## config.mk

```make
export PLATFORM = sky130hd
export DESIGN_NAME = rtc_core
export DESIGN_NICKNAME = d
export VERILOG_FILES = /design/src/rtl/rtc_pkg.sv /design/src/rtl/rtc_prescaler.sv /design/src/rtl/rtc_update_seq.sv /design/src/rtl/rtc_flags.sv /design/src/rtl/rtc_core.sv
export SDC_FILE = /design/constraint.sdc
export NUM_CORES = 1
export LEC_CHECK = 0
export ABC_AREA = 0
export ABC_CLOCK_PERIOD_IN_PS = 3600
export BUFFER_PORTS_ARGS = -buffer_cell sky130_fd_sc_hd__clkbuf_2
export CAP_MARGIN = 20
export CELL_PAD_IN_SITES_DETAIL_PLACEMENT = 1
export CELL_PAD_IN_SITES_GLOBAL_PLACEMENT = 2
export CORE_MARGIN = 5
export CORE_UTILIZATION = 41
export DETAILED_ROUTE_END_ITERATION = 16
export PLACE_DENSITY_LB_ADDON = 0.1
export SYNTH_ARGS = -nofsm -noshare
export SYNTH_HDL_FRONTEND = slang
export SYNTH_SLANG_ARGS = --single-unit
```

## constraint.sdc

```tcl
create_clock -name clk -period 3.6 [get_ports clk]
set_input_delay 0.36 -clock clk [delete_from_list [all_inputs] [get_ports clk]]
set_output_delay 0.36 -clock clk [all_outputs]
set_load 0.02 [all_outputs]
```

## src/rtl/rtc_pkg.sv

```systemverilog
package rtc_pkg;
    localparam logic [7:0] IDX_SEC  = 8'd0;
    localparam logic [7:0] IDX_ALM  = 8'd1;
    localparam logic [7:0] IDX_TIM  = 8'd10;
    localparam logic [7:0] IDX_CTL  = 8'd11;
    localparam logic [7:0] IDX_STS  = 8'd12;
    localparam logic [7:0] IDX_VLD  = 8'd13;

    localparam logic [2:0] DIV_RUN  = 3'b010;
    localparam logic [7:0] SEC_LAST = 8'd59;

    typedef struct packed {
        logic [7:0] idx;
        logic [2:0] div;
        logic [3:0] rate;
        logic [7:0] ctl;
        logic [7:0] sec;
        logic [7:0] alm;
        logic       sqw;
    } core_state_t;
endpackage

```

## src/rtl/rtc_prescaler.sv

```systemverilog
module rtc_prescaler #(
    parameter int PRESC_W  = 15,
    parameter int UIP_LEAD = 8
) (
    input  logic       clk,
    input  logic       rst_n,
    input  logic       tick,
    input  logic [2:0] div,
    input  logic [3:0] rate,
    output logic       run,
    output logic       sec_evt,
    output logic       per_evt,
    output logic       half_evt,
    output logic       lead_win
);
    localparam logic [PRESC_W-1:0] CNT_MAX    = '1;
    localparam logic [PRESC_W-1:0] LEAD_START = CNT_MAX - PRESC_W'(UIP_LEAD) + 1'b1;

    logic [PRESC_W-1:0] cnt_d, cnt_q;
    logic [PRESC_W-1:0] full_mask, half_mask;
    logic               hold_zero, rate_on;

    always_comb begin
        run       = (div == rtc_pkg::DIV_RUN);
        hold_zero = (div[2:1] == 2'b11);              // reset codes
        rate_on   = (rate != 4'd0);
        for (int i = 0; i < PRESC_W; i++) begin
            full_mask[i] = (i + 1 < int'(rate));
            half_mask[i] = (i + 2 < int'(rate));
        end
        cnt_d = cnt_q;
        if (hold_zero)
            cnt_d = '0;
        else if (run && tick)
            cnt_d = cnt_q + 1'b1;
        sec_evt  = run && tick && (cnt_q == CNT_MAX);
        per_evt  = run && tick && rate_on && ((cnt_q & full_mask) == full_mask);
        half_evt = run && tick && rate_on && ((cnt_q & half_mask) == half_mask);
        lead_win = run && (cnt_q >= LEAD_START);
    end

    always_ff @(posedge clk or negedge rst_n) begin
        if (!rst_n) cnt_q <= '0;
        else        cnt_q <= cnt_d;
    end
endmodule

```

## src/rtl/rtc_update_seq.sv

```systemverilog
module rtc_update_seq #(
    parameter int UPD_LEN = 65
) (
    input  logic clk,
    input  logic rst_n,
    input  logic tick,
    input  logic run,
    input  logic inhibit,
    input  logic sec_evt,
    input  logic lead_win,
    output logic uip,
    output logic upd_end
);
    localparam int CW = $clog2(UPD_LEN + 1);

    logic          act_d, act_q;
    logic [CW-1:0] cnt_d, cnt_q;

    always_comb begin
        act_d   = act_q;
        cnt_d   = cnt_q;
        upd_end = 1'b0;
        if (!run || inhibit) begin
            act_d = 1'b0;
            cnt_d = '0;
        end else if (sec_evt) begin
            act_d = 1'b1;
            cnt_d = CW'(UPD_LEN - 1);
        end else if (act_q && tick) begin
            if (cnt_q == '0) begin
                act_d   = 1'b0;
                upd_end = 1'b1;
            end else begin
                cnt_d = cnt_q - 1'b1;
            end
        end
        uip = run && !inhibit && (lead_win || act_q);
    end

    always_ff @(posedge clk or negedge rst_n) begin
        if (!rst_n) begin
            act_q <= 1'b0;
            cnt_q <= '0;
        end else begin
            act_q <= act_d;
            cnt_q <= cnt_d;
        end
    end
endmodule

```

## src/rtl/rtc_flags.sv

```systemverilog
module rtc_flags (
    input  logic       clk,
    input  logic       rst_n,
    input  logic       clr,
    input  logic       set_pf,
    input  logic       set_af,
    input  logic       set_uf,
    input  logic [2:0] en,
    output logic [2:0] flags,
    output logic       irqf
);
    logic [2:0] flg_d, flg_q;

    always_comb begin
        // a same-cycle event outlives the clear
        flg_d = (clr ? 3'b000 : flg_q) | {set_pf, set_af, set_uf};
        flags = flg_q;
        irqf  = |(flg_q & en);
    end

    always_ff @(posedge clk or negedge rst_n) begin
        if (!rst_n) flg_q <= 3'b000;
        else        flg_q <= flg_d;
    end
endmodule

```

## src/rtl/rtc_core.sv

```systemverilog
module rtc_core #(
    parameter int PRESC_W  = 15,
    parameter int UIP_LEAD = 8,
    parameter int UPD_LEN  = 65
) (
    input  logic       clk,
    input  logic       rst_n,
    input  logic       tick_32k,
    input  logic [1:0] bus_addr,
    input  logic       bus_wr,
    input  logic       bus_rd,
    input  logic [7:0] bus_wdata,
    output logic [7:0] bus_rdata,
    output logic       irq,
    output logic       sqw
);
    import rtc_pkg::*;

    core_state_t st_d, st_q;

    logic       run, sec_evt, per_evt, half_evt, lead_win;
    logic       uip, upd_end, irqf, alarm_hit, rd_sts, set_any;
    logic [2:0] flags;
    logic [7:0] sec_nxt;
    logic       lo_data, wr_data, wr_idx;
    logic [7:0] ctl_view;
    logic [2:0] div_view;

    rtc_prescaler #(.PRESC_W(PRESC_W), .UIP_LEAD(UIP_LEAD)) u_presc (
        .clk(clk), .rst_n(rst_n), .tick(tick_32k),
        .div(st_q.div), .rate(st_q.rate),
        .run(run), .sec_evt(sec_evt), .per_evt(per_evt),
        .half_evt(half_evt), .lead_win(lead_win)
    );

    rtc_update_seq #(.UPD_LEN(UPD_LEN)) u_upd (
        .clk(clk), .rst_n(rst_n), .tick(tick_32k), .run(run),
        .inhibit(st_q.ctl[7]), .sec_evt(sec_evt), .lead_win(lead_win),
        .uip(uip), .upd_end(upd_end)
    );

    rtc_flags u_flags (
        .clk(clk), .rst_n(rst_n), .clr(rd_sts),
        .set_pf(per_evt), .set_af(alarm_hit), .set_uf(upd_end),
        .en(st_q.ctl[6:4]), .flags(flags), .irqf(irqf)
    );

    always_comb begin
        lo_data   = (bus_addr == 2'b01);
        wr_data   = bus_wr && lo_data;
        wr_idx    = bus_wr && (bus_addr == 2'b00);      // address 2 ignored
        rd_sts    = bus_rd && lo_data && (st_q.idx == IDX_STS);
        sec_nxt   = (st_q.sec >= SEC_LAST) ? 8'd0 : st_q.sec + 8'd1;
        alarm_hit = upd_end && ((st_q.alm[7:6] == 2'b11) || (st_q.alm == sec_nxt));
        set_any   = per_evt || upd_end;
        ctl_view  = st_q.ctl;
        div_view  = st_q.div;

        st_d = st_q;
        if (wr_idx) st_d.idx = bus_wdata;
        if (upd_end) st_d.sec = sec_nxt;
        if (wr_data) begin
            unique case (st_q.idx)
                IDX_SEC: st_d.sec = bus_wdata;
                IDX_ALM: st_d.alm = bus_wdata;
                IDX_TIM: begin
                    st_d.div  = bus_wdata[6:4];
                    st_d.rate = bus_wdata[3:0];
                end
                IDX_CTL: st_d.ctl = bus_wdata;
                default: ;
            endcase
        end
        if (!st_q.ctl[3] || (st_q.rate == 4'd0) || !run)
            st_d.sqw = 1'b0;
        else if (half_evt)
            st_d.sqw = !st_q.sqw;

        bus_rdata = 8'h00;
        if (lo_data) begin
            unique case (st_q.idx)
                IDX_SEC: bus_rdata = st_q.sec;
                IDX_ALM: bus_rdata = st_q.alm;
                IDX_TIM: bus_rdata = {uip, st_q.div, st_q.rate};
                IDX_CTL: bus_rdata = st_q.ctl;
                IDX_STS: bus_rdata = {irqf, flags, 4'b0000};
                IDX_VLD: bus_rdata = 8'h80;
                default: bus_rdata = 8'h00;
            endcase
        end
        irq = irqf;
        sqw = st_q.sqw;
    end

    always_ff @(posedge clk or negedge rst_n) begin
        if (!rst_n) st_q <= '0;
        else        st_q <= st_d;
    end
endmodule

```

==> results_dict.tcl <==
set metrics [dict create \
    status "complete, no violations" \
    drive_gt1_share_pct 19.58 \
    row_count 34 \
    layout_common_cells "66 x dfrtp_1, 46 x nor2_1, 44 x nand2_1, 29 x mux2_2, 26 x a21oi_1" \
    yosys_warnings 0 \
    r2r_cells 7 \
    area_growth_pct 11.31 \
    synth.distinct_cells 53 \
    end_kind "primary output" \
    core_area_um2 8806 \
    h-tree-depth 3 \
    max_freq_ghz 0.3297 \
    die_x_um 105.6 \
    overflow 0 \
    drt_first_pass_iters 6 \
    crit_slowest_cell "or4_4" \
    track_usage_pct 20.72 \
    clockBufferDepth 2 \
    drc 0 \
    holdBufCountCts 0 \
    cts_num_sinks 66 \
    vias 3114 \
    start_util_pct 42.58 \
    async_flop_share_pct 100.0 \
    setup_violations 0 \
    synth_nets 419 \
    synthesis.area_um2 3750 \
    timing.slew.headroom_pct 46.65 \
    fin_crit_ns 3.033 \
    crit_chain "or4_4, or3_4, nor3_4, a222oi_1, a21oi_1, clkbuf_2" \
    clk_latency_ns 0.35 \
    cts_setup_buffers 0 \
    synth-edff-count 0 \
    dp_hpwl_mm 7.991 \
    grt_start_max_net_pins 39 \
    die_area_um2 11160 \
    ys_seq_area_share_pct 44.04 \
    hold_viol_final 0 \
    synth_cells 400 \
    antenna_found_initial 0 \
    synth_ff_type "dfrtp_1" \
    cts_tree "built" \
    vias_per_cell 5.853 \
    r2r_start "st_q[9]" \
    post-route-util_pct 47.40 \
    required_ns 3.24 \
    drt_iter0_drc 197 \
    layout_commonest_cell "dfrtp_1" \
    clkTransAtPathRegs_ns 0.08 \
    fill_cells 1023 \
    gp_congestion 0.8381 \
    io-pin-count 25 \
    ant_nets 0 \
    worstSetupStartpointType "register" \
    drv_cap 0 \
    cts_root_buf "clkbuf_8" \
    peakVddDrop_v 0.0002433 \
    finalClockSkew_ns 0.007801 \
    cellLeakagePower_uw 0.001773 \
    tns_ns 0 \
    wl_per_cell_um 20.65 \
    grt_pass1_wl_mm 18.26 \
    final_nets 438 \
    power_density_nw_per_um2 456.5 \
    synth_seq_cells 66 \
    drt-total-wl_mm 10.98 \
    worst_pin_slew_ns 0.7929 \
    die_h_um 105.6 \
    n_antenna_cell 0 \
    crit_fanout 10 \
    crit_arrival_ns 2.67 \
    startpoint "st_q[37]" \
    drv_slew 0 \
    cts_buffers 9 \
    post-route-period-util_pct 84.24 \
    numPortBuffers 24 \
    critical_path.max_stage_delay_ns 0.58 \
    rsz0062_at_grt "no" \
    grt_pass1_vias 3313 \
    cts_resized 0 \
    syn_area_per_cell_um2 9.375 \
    hold_class "input pin to asynchronous set/reset pin" \
    timing.setup.critical_path_class "register to primary output" \
]
-- worst paths after layout --
kind,end,slack [ns]
worst max register to register,u_flags.flags[1],0.96
worst min register to register,st_q[36],0.52
max in group asynchronous,st_q[15],2.57
min in group clk,st_q[16],0.30
worst max-delay path,bus_rdata[7],0.57
worst min-delay path,u_presc.cnt_q[5],0.05
-- flip-flops by register name, summed over array words and instances (netlist names) --
register,cells
st_q,28
u_flags.flags,3
u_presc.cnt_q,15
sqw,1
u_upd.cnt_q,7
u_upd.act_q,1
div_view,3
ctl_view,8
-- kinds of logic (layout without fill, tap and decap cells) --
kind of cell    count (synthesis)  count (layout)  share of synthesized area (%)
buf+inv                        29              53                          3.303
xor+xnor                       21              21                          4.905
compound gates                 98              98                          17.42
flops                          66              66                          44.04
mux                            29              29                          8.709
simple gates                  153             153                          20.29
fa+ha+maj                       4               4                          1.335
-- synth_stat cells (7+ instances only) --
cell type | number | area, µm²
a22oi_1 | 7 | 52.55
a21oi_1 | 26 | 130.1
nand2_1 | 44 | 165.2
and3_1 | 7 | 43.79
inv_1 | 12 | 45.04
nand3_1 | 17 | 85.08
mux2_2 | 29 | 326.6
dfrtp_1 | 66 | 1652
clkbuf_1 | 10 | 37.54
a222oi_1 | 7 | 70.07
nor2_1 | 46 | 172.7
xnor2_1 | 9 | 78.83
xor2_1 | 12 | 105.1
o21ai_0 | 20 | 100.1
-- metal layers --
layer / wire length (µm) / vias to the layer above / global-route usage [%]
met1: 5168 / 1567 / 28.42
met4: 124 / 0 / 4.163
li1: - / 1489 / -
met2: 5303 / 49 / 34.65
met3: 387 / 9 / 3.667
met5: 0 / - / 0
-- where the power goes --
part	leakage, µW	total [µW]	internal [µW]	switching, µW
Clock	0.000120	781	460	321
Combinational	0.000769	239	106	133
Sequential	0.000884	886	794	91.3
Total	0.00177	1910	1360	545
-- area by class of cell --
type,instances,area (µm²),share of cell area [%]
clock buffers,9,123.9,2.968
clock inverters,7,116.4,2.788
inverters,12,45.04,1.079
multi-input cells,305,1974,47.30
flip-flops and latches,66,1652,39.57
well taps,108,135.1,3.237
repair buffers,25,127.6,3.058
-- worst max-delay path, delay by kind of cell, from the launching register on --
family                 cells  cell delay, ns
AO/OA/AOI/OAI              2            0.42
AND/OR/NAND/NOR            3            1.32
flip-flops                 1            0.39
buffers and inverters      1            0.21
-- metrics by stage --
step | instances | hold slack [ns] | setup WS [ns] | total power, µW | instance area, µm²
floorplan | 400 | 0.06441 | 1.157 | 1036 | 3750
global route | 532 | 0.09038 | 0.4473 | 1997 | 4174
finish | 532 | 0.05200 | 0.5672 | 1905 | 4174
global placement | 516 | 0.4258 | 1.001 | 1130 | 3934
detailed placement | 516 | 0.4400 | 0.9637 | 1136 | 3934
CTS | 532 | 0.05906 | 0.5543 | 1920 | 4174
Power figures use the tool's default switching activity.
